### src/rtl/pio_mwr_pkg.sv
package pio_mwr_pkg;
   localparam logic [1:0] FMT_3DW_DATA = 2'b10;
   localparam logic [1:0] FMT_4DW_DATA = 2'b11;
   localparam logic [4:0] TYPE_MEMREQ  = 5'b00000;
   localparam int         HDR_W        = 128;
   localparam int         DATA_W       = 64;

   typedef struct packed {
      logic [9:0] len;
      logic [3:0] first_be;
      logic [3:0] last_be;
      logic       dw_hi;
      logic       empty;
   } be_info_t;
endpackage

### src/rtl/pio_be_decode.sv
module pio_be_decode
   import pio_mwr_pkg::*;
#(
   parameter int MASK_W = 8
)(
   input  logic [MASK_W-1:0] mask,
   output be_info_t          info
);
   localparam int NIB = MASK_W / 2;

   initial begin
      if (MASK_W != 8) $error("pio_be_decode: MASK_W must be 8");
   end

   logic [NIB-1:0] lo_nib, hi_nib;
   assign lo_nib = mask[NIB-1:0];
   assign hi_nib = mask[MASK_W-1:NIB];

   always_comb begin
      info       = '0;
      info.empty = (mask == '0);
      if (hi_nib == '0) begin
         info.len      = 10'd1;
         info.first_be = lo_nib;
      end else if (lo_nib == '0) begin
         info.len      = 10'd1;
         info.first_be = hi_nib;
         info.dw_hi    = 1'b1;
      end else begin
         info.len      = 10'd2;
         info.first_be = lo_nib;
         info.last_be  = hi_nib;
      end
   end
endmodule

### src/rtl/pio_hdr_build.sv
module pio_hdr_build
   import pio_mwr_pkg::*;
#(
   parameter int ADDR_W = 64
)(
   input  logic [ADDR_W-1:0] addr,
   input  be_info_t          info,
   input  logic [15:0]       rid,
   input  logic [7:0]        tag,
   input  logic              force64,
   output logic [HDR_W-1:0]  hdr
);
   initial begin
      if (ADDR_W < 32 || ADDR_W > 64) $error("pio_hdr_build: ADDR_W out of 32..64");
   end

   logic [31:0] upper_w;
   logic        wide;

   generate
      if (ADDR_W > 32) begin : g_wide_addr
         assign upper_w = 32'(addr[ADDR_W-1:32]);
         assign wide    = force64 | (|addr[ADDR_W-1:32]);
      end else begin : g_narrow_addr
         assign upper_w = 32'd0;
         assign wide    = force64;
      end
   endgenerate

   logic [31:0] low_w, dw0, dw1;
   assign low_w = {addr[31:3], info.dw_hi, 2'b00};

   assign dw0 = {1'b0, (wide ? FMT_4DW_DATA : FMT_3DW_DATA), TYPE_MEMREQ,
                 1'b0, 3'b000, 4'b0000, 1'b0, 1'b0, 2'b00, 2'b00, info.len};
   assign dw1 = {rid, tag, info.last_be, info.first_be};

   assign hdr = wide ? {dw0, dw1, upper_w, low_w}
                     : {dw0, dw1, low_w, 32'd0};
endmodule

### src/rtl/pio_out_stage.sv
module pio_out_stage #(
   parameter int W = 192
)(
   input  logic         clk,
   input  logic         rst_n,
   input  logic         in_valid,
   input  logic [W-1:0] in_data,
   output logic         in_ready,
   output logic         out_valid,
   output logic [W-1:0] out_data,
   input  logic         out_ready
);
   assign in_ready = !out_valid || out_ready;

   always_ff @(posedge clk) begin
      if (!rst_n) begin
         out_valid <= 1'b0;
         out_data  <= '0;
      end else if (in_ready) begin
         out_valid <= in_valid;
         if (in_valid) out_data <= in_data;
      end
   end

   AST_HOLD_STABLE: assert property (@(posedge clk) disable iff (!rst_n)
      (out_valid && !out_ready) |=> (out_valid && $stable(out_data)));
endmodule

### src/rtl/pio_mwr_fmt.sv
module pio_mwr_fmt
   import pio_mwr_pkg::*;
#(
   parameter int ADDR_W = 64
)(
   input  logic              clk,
   input  logic              rst_n,
   input  logic              req_valid,
   output logic              req_ready,
   input  logic [ADDR_W-1:0] req_addr,
   input  logic [7:0]        req_mask,
   input  logic [63:0]       req_data,
   input  logic [15:0]       req_rid,
   input  logic [7:0]        req_tag,
   input  logic              req_force64,
   output logic              out_valid,
   input  logic              out_ready,
   output logic [127:0]      out_hdr,
   output logic [63:0]       out_data,
   output logic              err_flag
);
   localparam int PAY_W = HDR_W + DATA_W;

   be_info_t         info;
   logic [HDR_W-1:0] hdr_c;
   logic [PAY_W-1:0] pay_q;

   pio_be_decode #(.MASK_W(8)) u_dec (.mask(req_mask), .info(info));

   pio_hdr_build #(.ADDR_W(ADDR_W)) u_hdr (
      .addr(req_addr), .info(info), .rid(req_rid), .tag(req_tag),
      .force64(req_force64), .hdr(hdr_c));

   pio_out_stage #(.W(PAY_W)) u_out (
      .clk(clk), .rst_n(rst_n),
      .in_valid(req_valid && !info.empty), .in_data({hdr_c, req_data}),
      .in_ready(req_ready),
      .out_valid(out_valid), .out_data(pay_q), .out_ready(out_ready));

   assign out_hdr  = pay_q[PAY_W-1:DATA_W];
   assign out_data = pay_q[DATA_W-1:0];

   always_ff @(posedge clk) begin
      if (!rst_n) err_flag <= 1'b0;
      else        err_flag <= req_valid && req_ready && info.empty;
   end

   logic [31:0] low_word;
   logic [9:0]  hdr_len;
   assign low_word = out_hdr[125] ? out_hdr[31:0] : out_hdr[63:32];
   assign hdr_len  = out_hdr[105:96];

   AST_BE_RULES: assert property (@(posedge clk) disable iff (!rst_n)
      out_valid |-> ((hdr_len == 10'd1 && out_hdr[67:64] != 4'd0 && out_hdr[71:68] == 4'd0) ||
                     (hdr_len == 10'd2 && out_hdr[67:64] != 4'd0 && out_hdr[71:68] != 4'd0)));
   AST_LOW_ADDR: assert property (@(posedge clk) disable iff (!rst_n)
      out_valid |-> (low_word[1:0] == 2'b00 && !(hdr_len == 10'd2 && low_word[2])));
   AST_NO_CROSS: assert property (@(posedge clk) disable iff (!rst_n)
      out_valid |-> ((10'(low_word[5:2]) + hdr_len) <= 10'd16));
   AST_EMPTY_DROP: assert property (@(posedge clk) disable iff (!rst_n)
      (req_valid && req_ready && req_mask == 8'd0) |=> (err_flag && !out_valid));
   AST_STALL_READY: assert property (@(posedge clk) disable iff (!rst_n)
      (out_valid && !out_ready) |-> !req_ready);
endmodule

### config.mk
export PLATFORM = sky130hd
export DESIGN_NAME = pio_mwr_fmt
export DESIGN_NICKNAME = d
export VERILOG_FILES = /design/src/rtl/pio_mwr_pkg.sv /design/src/rtl/pio_be_decode.sv /design/src/rtl/pio_hdr_build.sv /design/src/rtl/pio_out_stage.sv /design/src/rtl/pio_mwr_fmt.sv
export SDC_FILE = /design/constraint.sdc
export NUM_CORES = 1
export LEC_CHECK = 0
export CORE_AREA = 2 2 141 143
export DETAILED_ROUTE_END_ITERATION = 10
export DIE_AREA = 0 0 143 145
export DONT_BUFFER_PORTS = 1
export PLACE_DENSITY = 0.6
export SLEW_MARGIN = 5
export SYNTH_ARGS = -nofsm -noshare
export SYNTH_HDL_FRONTEND = slang
export SYNTH_SLANG_ARGS = --single-unit
### constraint.sdc
create_clock -name clk -period 4.3 [get_ports clk]
set_clock_uncertainty 0.05 [all_clocks]
set_input_delay 0.86 -clock clk [delete_from_list [all_inputs] [get_ports clk]]
set_output_delay 0.86 -clock clk [all_outputs]
set_load 0.05 [all_outputs]
Word-level counts from Yosys, hierarchy flattened:

Cells that the tools add are included.

* input bits: 165
* output and inout bits: 195
* flip-flop bits (word level): 193
* word-level logic and storage cells: 22

* multiplexer cells: 7
* reductions and logical operators: 11
* bitwise gates (word level): 1

Operators by type and width (count)
* 2-to-1 mux 64 bit: 1
* OR reduction 32 bit: 1
* 2-to-1 mux 6 bit: 2
* zero test 4 bit: 2
* zero test 8 bit: 1
* 2-to-1 mux 5 bit: 1
* 2-to-1 mux 4 bit: 1
* logical AND 1 bit: 3
* zero test 1 bit: 2
* 2-to-1 mux 1 bit: 2
* AND reduction 2 bit: 1
* logical OR 1 bit: 1
* OR 1 bit: 1

Depth between registers and ports, before layout:

Gate-level depths: netlist (run 1).

* depth in word-level cells: 4
* depth in mapped cells: 7
* depth with buffers taken out: 4

Cells and area by module:

From an unflattened synthesis (run 1), not the netlist that was laid out.

* cells, all modules: 1064
* area, all modules: 9228.9 um^2

By module, submodules not included
* pio_out_stage: cells each 838, sequential area each 3863.7 um^2, times used 1, area each 7674.9 um^2
* pio_hdr_build: cells each 192, sequential area each 0.0 um^2, times used 1, area each 1310.0 um^2
* pio_be_decode: cells each 31, sequential area each 0.0 um^2, times used 1, area each 209.0 um^2
* pio_mwr_fmt: cells each 3, sequential area each 20.0 um^2, times used 1, area each 35.0 um^2

Worst setup path after synthesis (run 1):

Ideal clock, no wire load.

* path type: input-to-output
* start point: input out_ready
* end point: output req_ready
* stages on the path: 2
* slack: 1991 ps
* data required time: 3390 ps
* buffers on the path: 0
* data arrival time: 1399 ps
* cell sequence: nor2b_1 > inv_1

* word-level cells in the longest chain between the ends: 1

Ends and longest elaborated chain
* start: declaration: RTL line pio_mwr_fmt.sv:17 `input logic out_ready,`
* logical OR 1 bit: RTL line pio_out_stage.sv:13 `assign in_ready = !out_valid || out_ready;`
* end: declaration: RTL line pio_mwr_fmt.sv:9 `output logic req_ready,`

No other way between the ends.

Worst setup path in the final report (run 1):

* start point: register u_out.out_valid
* end point: output req_ready

* word-level cells in the longest chain between the ends: 2

Ends and longest elaborated chain
* start: declaration: RTL line pio_out_stage.sv:9 `output logic out_valid,`
* start signal: assignment: RTL line pio_out_stage.sv:20 `out_valid <= in_valid;`
* zero test 1 bit: RTL line pio_out_stage.sv:13
* logical OR 1 bit: RTL line pio_out_stage.sv:13

No other way between the ends.

==> results by stage, run 1 <==
Critical path:
- The signal on the critical path passes through nor2b_1 -> inv_1.
- The cell type of the slowest stage on the worst timing path is sky130_fd_sc_hd__dfxtp_1.
- STA classifies the critical path startpoint as a register.
- In this design, the largest share of critical-path delay is due to flip-flops.
- The number of buffer and inverter instances along the worst setup path is 1.
- The worst path arrival time is 1.97 ns.
- At the worst endpoint, the required time is 3.39 ns.
- STA classifies the critical path endpoint as an output pin.
- In this run the worst path has a maximum fanout of 5.
- The critical path class is register to output pin.
- The maximum cell stage delay along the critical path is 0.65 ns.

Timing:
- The final setup violation count is 0.
- Setup repair after global routing left no endpoint under its margin.
- Dividing the final minimum period by the clock period gives 67.0%.
- The total count of max-transition violations in the final report is 0.
- Based on the critical path, the design can be clocked at up to 347 MHz.
- The final-layout setup total negative slack is 0 ns.
- The number of hold-slack violations in the final timing report was 0.
- Measured against its own limit, the worst slew margin works out to 46.6%.
- The final period demand of the worst path is 2.88 ns.
- The smallest setup slack after layout is 1.42 ns.
- The transition time at the pin with the least slew margin is 0.798 ns.

Floorplanning:
- The I/O pin count is 360.
- The die width is 143 um.
- The die boundary height is 145 um.
- The die covers 20700 um2.
- The number of standard-cell rows in the floorplan is 51.
- Once the floorplan was initialized, standard cells occupied 34.9% of the core.
- The floorplan core area is 19200 um2.

Finish:
- The area growth from synthesis to layout is 7.18%.
- After the last flow step, the layout net total stands at 917.
- The share of cells above drive strength 1 is 5.88%.

Global routing:
- The residual overflow from global routing is 0.
- The number of global-route vias before repair is 4738.
- The maximum number of pins on one net before global-route repair is 195.
- The number of antenna violations at the first check in global routing is 1.
- For this run, the total global-route usage over all layers was measured as 17.2%.
- The first-pass GRT wire length is 27600 um.

Pwr:
- In this run the power density over the cells is 521 nW/um2.
- Summed over all cells, the static leakage comes to 2.63 nW.
- The highest ir drop seen on vdd is 0.230 mV.

Synth:
- The fraction of the yosys area taken by sequential cells is 48.9%.
- In this run the mean area of a mapped cell was 8.48 um2.
- In this run the cell area of the synthesized design comes to 6710 um2.
- Synthesis handed over a netlist of 792 instances.
- Yosys printed 0 warnings.
- The register bit total from synthesis is 164.
- The count of distinct cell types in the synthesized netlist is 32.

Clock tree:
- The cell sitting at the root of the clock tree is a sky130_fd_sc_hd__clkbuf_16.
- The clock insertion delay at the later pin of the skew report is 0.41 ns.
- The buffers inserted during post-CTS setup optimization is 0.
- The clock passes through at most 2 buffers.
- The number of sinks handled by clock tree synthesis is 164.
- Gates resized during post-CTS repair numbered 0.
- The CTS tree is yes.
- The register clock-pin slew on the reported worst setup and hold paths is 0.07 ns.
- The number of hold buffers added after CTS is 0.
- Counting the buffers created by CTS gives 17.
- The H-tree was split into 4 levels.

Run status:
- The run finished with clean final reports.

Routing:
- The total wire length is 18900 um.
- The final antenna-violating net count is 0.
- The overall via count from detail_route is 5238.
- The remaining routing DRC violations is 0.
- The detail-routed via count per cell is 5.08.
- The pre-antenna-repair detailed-routing pass consisted of 4 iterations.
- Dividing the detail-routed wire length by the instance count gives 18.3 um.
- The initial DRC count is 186.

Hold path:
- The type of the tightest min-delay check is primary input to register.

Flow run:
- The reported max-cap violation count is 0.

Place:
- After legalization and detailed placement, the total HPWL measured 12800 um.
- The post-place setup slack is 1.16 ns.
- The last weighted congestion value of the routability-driven placer is 0.756.
- During placement, the flow inserted port buffers numbering 0.
==> registers in the layout, indices dropped and copies added (netlist names) <==
name,count
u_out.out_valid,1
err_flag,1
u_out.out_data,162
==> per-layer routing <==
metal / part of all wire [%] / vias up / track usage [%] / wire, um
li1: - / 2564 / - / -
met1: 39 / 2394 / 19.6 / 7290
met2: 48 / 265 / 28.3 / 9070
met3: 12 / 15 / 8.02 / 2300
met4: 1.4 / 0 / 5.79 / 262
met5: 0 / - / 0 / 0
==> synth_stat cells <==
| library cell | instances | area share [%] |
|---|---|---|
| sky130_fd_sc_hd__a211oi_2 | 2 | 0.37 |
| sky130_fd_sc_hd__a21boi_0 | 74 | 8.3 |
| sky130_fd_sc_hd__buf_1 | 1 | 0.056 |
| sky130_fd_sc_hd__inv_1 | 2 | 0.11 |
| sky130_fd_sc_hd__nor3_1 | 31 | 2.3 |
| sky130_fd_sc_hd__o21a_1 | 1 | 0.11 |
| sky130_fd_sc_hd__a211oi_1 | 29 | 3.2 |
| sky130_fd_sc_hd__nor2_1 | 33 | 1.8 |
| sky130_fd_sc_hd__nor4_2 | 1 | 0.19 |
| sky130_fd_sc_hd__a21boi_1 | 18 | 2.0 |
| sky130_fd_sc_hd__nand2b_1 | 1 | 0.093 |
| sky130_fd_sc_hd__conb_1 | 1 | 0.056 |
| sky130_fd_sc_hd__or3_1 | 2 | 0.19 |
| sky130_fd_sc_hd__clkbuf_1 | 34 | 1.9 |
| sky130_fd_sc_hd__dfxtp_1 | 164 | 49 |
| sky130_fd_sc_hd__o211a_1 | 5 | 0.75 |
| sky130_fd_sc_hd__buf_2 | 15 | 1.1 |
| sky130_fd_sc_hd__nand2_1 | 186 | 10 |
| sky130_fd_sc_hd__o41ai_1 | 1 | 0.13 |
| sky130_fd_sc_hd__nor4_4 | 1 | 0.32 |
| sky130_fd_sc_hd__buf_4 | 32 | 3.6 |
| sky130_fd_sc_hd__a22oi_1 | 4 | 0.45 |
| sky130_fd_sc_hd__nand3_1 | 60 | 4.5 |
| sky130_fd_sc_hd__o21ai_0 | 60 | 4.5 |
| sky130_fd_sc_hd__nor2b_1 | 5 | 0.47 |
| sky130_fd_sc_hd__nand4_1 | 2 | 0.19 |
| sky130_fd_sc_hd__buf_12 | 4 | 1.2 |
| sky130_fd_sc_hd__nand4b_1 | 1 | 0.13 |
| sky130_fd_sc_hd__nor4_1 | 7 | 0.65 |
| sky130_fd_sc_hd__a21oi_1 | 5 | 0.37 |
| sky130_fd_sc_hd__buf_6 | 9 | 1.5 |
| sky130_fd_sc_hd__a211o_1 | 1 | 0.13 |
==> cells in the final DEF, fill, tap and decap left out, drive strengths merged <==
cell type / instances
a211o: 1
a211oi: 31
a21boi: 92
a21oi: 5
a22oi: 4
buf: 7
clkbuf: 18
clkinv: 4
clkinvlp: 3
conb: 30
dfxtp: 164
diode: 1
inv: 9
nand2: 186
nand2b: 1
nand3: 60
nand4: 2
nand4b: 1
nor2: 33
nor2b: 5
nor3: 31
nor4: 9
o211a: 5
o21a: 1
o21ai: 60
o41ai: 1
or3: 2
==> power breakdown <==
part           leakage (nW)  switching, mW  internal (mW)  total, mW
sequential             1.35          0.415           1.62       2.03
clock                 0.268          0.670          0.771       1.44
combinational          1.01          0.189         0.0880      0.277
total                  2.63           1.27           2.48       3.75
==> metrics by stage <==
stage	instance area (um2)	utilization [%]	hold slack (ns)	cells	power (mW)
3_5_place_dp	6640	34.6	0.638	998	2.35
5_1_grt	7190	37.5	0.491	1031	3.93
4_1_cts	7190	37.4	0.494	1030	3.81
2_1_floorplan	6820	-	0.620	821	2.34
6_report	7190	37.5	0.517	1031	3.75
3_3_place_gp	6640	34.6	0.636	998	2.34
==> cells by family (layout without fill, tap and decap cells) <==
family / count (synthesis) / after routing / share of synthesized area, %
other: 1 / 31 / 0.0559
AOI/OAI and AO/OA: 200 / 200 / 20.3
DFF: 164 / 164 / 48.9
and+or+nand+nor: 330 / 330 / 21.2
buffers and inverters: 97 / 41 / 9.47
==> worst reg2reg max path, cell delays in order, from the launching register on <==
cell and delay (ns):
sky130_fd_sc_hd__dfxtp_1 0.48, sky130_fd_sc_hd__nor2b_1 0.30, sky130_fd_sc_hd__a211oi_4 0.66, sky130_fd_sc_hd__buf_4 0.71, sky130_fd_sc_hd__nand2_1 0.25, sky130_fd_sc_hd__a21boi_0 0.18
==> final timing paths <==
check	cells past startpoint	slack [ns]	from	end
hold reg to reg	2	0.65	u_out.out_data[2]$_SDFFE_PN0P_	u_out.out_data[2]$_SDFFE_PN0P_
hold / removal	2	0.52	req_valid	err_flag$_SDFF_PN0_
setup reg to reg	5	1.60	u_out.out_valid$_SDFFE_PN0N_	u_out.out_data[28]$_SDFFE_PN0P_
setup / recovery	2	1.42	u_out.out_valid$_SDFFE_PN0N_	req_ready
==> area by class of cell <==
class | instances | area (um2)
antenna | 1 | 2.50
clock buffer | 18 | 439
clock inverter | 14 | 116
fill | 1964 | 12000
inverter | 2 | 7.51
multi-input combinational | 560 | 2920
sequential | 164 | 3280
tap | 265 | 332
timing repair buffer | 7 | 90.1
Note: power is estimated with default switching activity, not from simulation.
==> inputs of run 2 (changes only) <==
==> constraint.sdc (replaced) <==
create_clock -name clk -period 2.81 [get_ports clk]
set_clock_uncertainty 0.05 [all_clocks]
set_input_delay 0.562 -clock clk [delete_from_list [all_inputs] [get_ports clk]]
set_output_delay 0.562 -clock clk [all_outputs]
set_load 0.05 [all_outputs]
==> run 2 against run 1 <==
  * Sequential cell count unchanged
  * Total power rose by 54%
  * Cell count grew 0.39%
  * Setup slack got worse by 0.82 ns
  * Non-clock buffer count is 5 higher
  * Clock-buffer cell count grew 1
==> results by stage, run 2 (same netlist as run 1, synthesis figures left out) <==
Clock tree:
- The H-tree was split into 4 levels.
- The post-CTS resize count is 0.
- The number of hold buffers added after CTS is 0.
- The clock insertion delay at the later pin of the skew report is 0.41 ns.
- TritonCTS built the clock tree.
- Clock tree synthesis inserted a total of 17 buffers.
- In this run the post-CTS setup repair buffer count came out at 0.
- The clock tree root driver cell is sky130_fd_sc_hd__clkbuf_16.
- The register clock-pin slew on the reported worst setup and hold paths is 0.07 ns.
- The worst-case clock buffer depth is 2.
- The tree built by TritonCTS fans out to 164 sinks.

Finish:
- The top cell types in the final layout, fill and taps aside, are sky130_fd_sc_hd__nand2_1, sky130_fd_sc_hd__dfxtp_1, sky130_fd_sc_hd__a21boi_0.
- The number of flip-flops under the largest register name is 162.
- The largest registers in the layout are u_out.out_data (162), err_flag (1), u_out.out_valid (1).
- The post-route netlist has 6.36% of its cells at a drive strength greater than 1.
- The library cell used most frequently in the layout, excluding fill and tap cells, is sky130_fd_sc_hd__nand2_1.
- The final layout net count is 922.
- Counting the fill cells in the layout gives 1975.
- Measured on the finished design, the core utilization comes to 37.7%.
- The repair_antennas step left the layout with diodes totalling 0.
- Counting flops per register, the top entry is u_out.out_data.
- The area growth from synthesis to layout is 7.92%.

Floorplanning:
- The area of the die is 20700 um2.
- The die is 145 um tall.
- The floorplan core area is 19200 um2.
- The die is 143 um wide.
- Pin placement for this block handled 360 I/O pins.
- The initialized floorplan defines 51 standard-cell rows.
- For this configuration, the core starts out at a cell density of 34.9%.

Critical path:
- The maximum cell stage delay along the critical path is 0.46 ns.
- The critical path is of the register to output pin type.
- The biggest fanout along the worst timing path is 5.
- For the worst setup path, the data arrival time is 1.60 ns.
- The signal on the critical path passes through nor2b_1 -> inv_1.
- The capturing element type of the critical path is an output pin.
- In this run the number of cells on the critical path is 2.
- Together, buffers and inverters on the worst path number 1.
- The cell class contributing the biggest share of worst-path delay is simple AND/OR/NAND/NOR gates.
- The startpoint class of the critical path is a register.
- Measured in cells, the most critical reg-to-reg path has a length of 5.
- STA puts the critical path data required time at 2.20 ns.
- On the critical path, the stage with the largest delay is an instance of sky130_fd_sc_hd__nor2b_1.

Global routing:
- The global-route total usage across every layer is 17.2%.
- The maximum number of pins on one net before global-route repair is 195.
- The number of global-route vias before repair was 4970.
- The first-pass GRT wire length is 28000 um.
- After global routing the overflow that remains totals 0.
- The number of antenna violations at the first check in global routing is 0.

Place:
- The congestion estimate from routability-driven global placement came to 0.756.
- The count of buffers from port buffering is 0.
- The HPWL after detailed placement is 12900 um.

Timing:
- Setup violations remaining at the end of the flow were counted as 0.
- The total count of max-transition violations in the final report is 0.
- The worst path uses 78.7% of the clock period.
- Hold is met by 0.219 ns.
- The top achievable clock speed is 452 MHz.
- The relative slew slack is 55.2%.
- The transition time at the pin with the least slew margin is 0.672 ns.
- The final-layout setup total negative slack is 0 ns.
- The number of hold-slack violations in the final timing report is 0.
- After layout, the minimum clock period comes to 2.21 ns.
- Setup repair after global routing left no endpoint under its margin.

Flow run:
- The tool flagged a number of max-cap violations equal to 0.

Hold path:
- The worst hold path passes through 2 cells.
- The type of the tightest min-delay check is primary input to register.

Pwr:
- The highest ir drop seen on vdd is 0.343 mV.
- The power density over cell area is 797 nW/um2.
- The total leakage power is 2.66 nW.

Routing:
- In the routed layout, each cell is associated on average with a via count of 5.08.
- The final antenna-violating net count is 0.
- The routed layout has 5262 vias.
- The post-detailed-route wirelength per cell is 18.2 um.
- The number of detailed-route iterations in the first pass is 5.
- Summed over all layers, the routed wires come to 18900 um.
- The initial DRC count is 168.
- The remaining routing DRC violations is 0.

Run status:
- The flow ran to the end, and the final reports show no timing, DRC or antenna violations.
[run 2: area by class of cell]
type                       count  area (um2)  share of cell area, %
timing repair buffer          12         140                   1.93
clock inverter                13         115                   1.59
tap                          265         332                   4.58
clock buffer                  19         443                   6.11
inverter                       2        7.51                  0.104
multi-input combinational    560        2920                   40.4
sequential                   164        3280                   45.3
[run 2: per-stage QoR]
step | total power, mW | std cells | setup slack, ns | cell area (um2)
floorplan | 3.58 | 821 | 0.876 | 6820
global placement | 3.59 | 1003 | 0.523 | 6690
detailed placement | 3.60 | 1003 | 0.481 | 6690
CTS | 5.85 | 1035 | 0.580 | 7240
global route | 6.03 | 1035 | 0.454 | 7240
finish | 5.77 | 1035 | 0.600 | 7240
[run 2: path summary, 6_finish.rpt]
check                                  from                                to  slack, ns
min reg2reg  u_out.out_data[5]$_SDFFE_PN0P_    u_out.out_data[5]$_SDFFE_PN0P_       0.65
max            u_out.out_valid$_SDFFE_PN0N_                         req_ready       0.60
min                             req_data[0]    u_out.out_data[0]$_SDFFE_PN0P_       0.22
max reg2reg    u_out.out_valid$_SDFFE_PN0N_  u_out.out_data[123]$_SDFFE_PN0P_       0.90
[run 2: where the power goes]
group          leakage (nW)  internal [mW]  switching, mW
Clock                 0.271           1.19           1.04
Combinational          1.04          0.139          0.295
Sequential             1.35           2.48          0.630
[run 2: routing by layer]
metal | global-route usage [%] | up-vias | part of all wire, %
met4 | 6.19 | 0 | 1.8
met5 | 0 | - | 0
li1 | - | 2569 | -
met2 | 29.0 | 251 | 48
met3 | 7.92 | 20 | 12
met1 | 19.0 | 2422 | 38
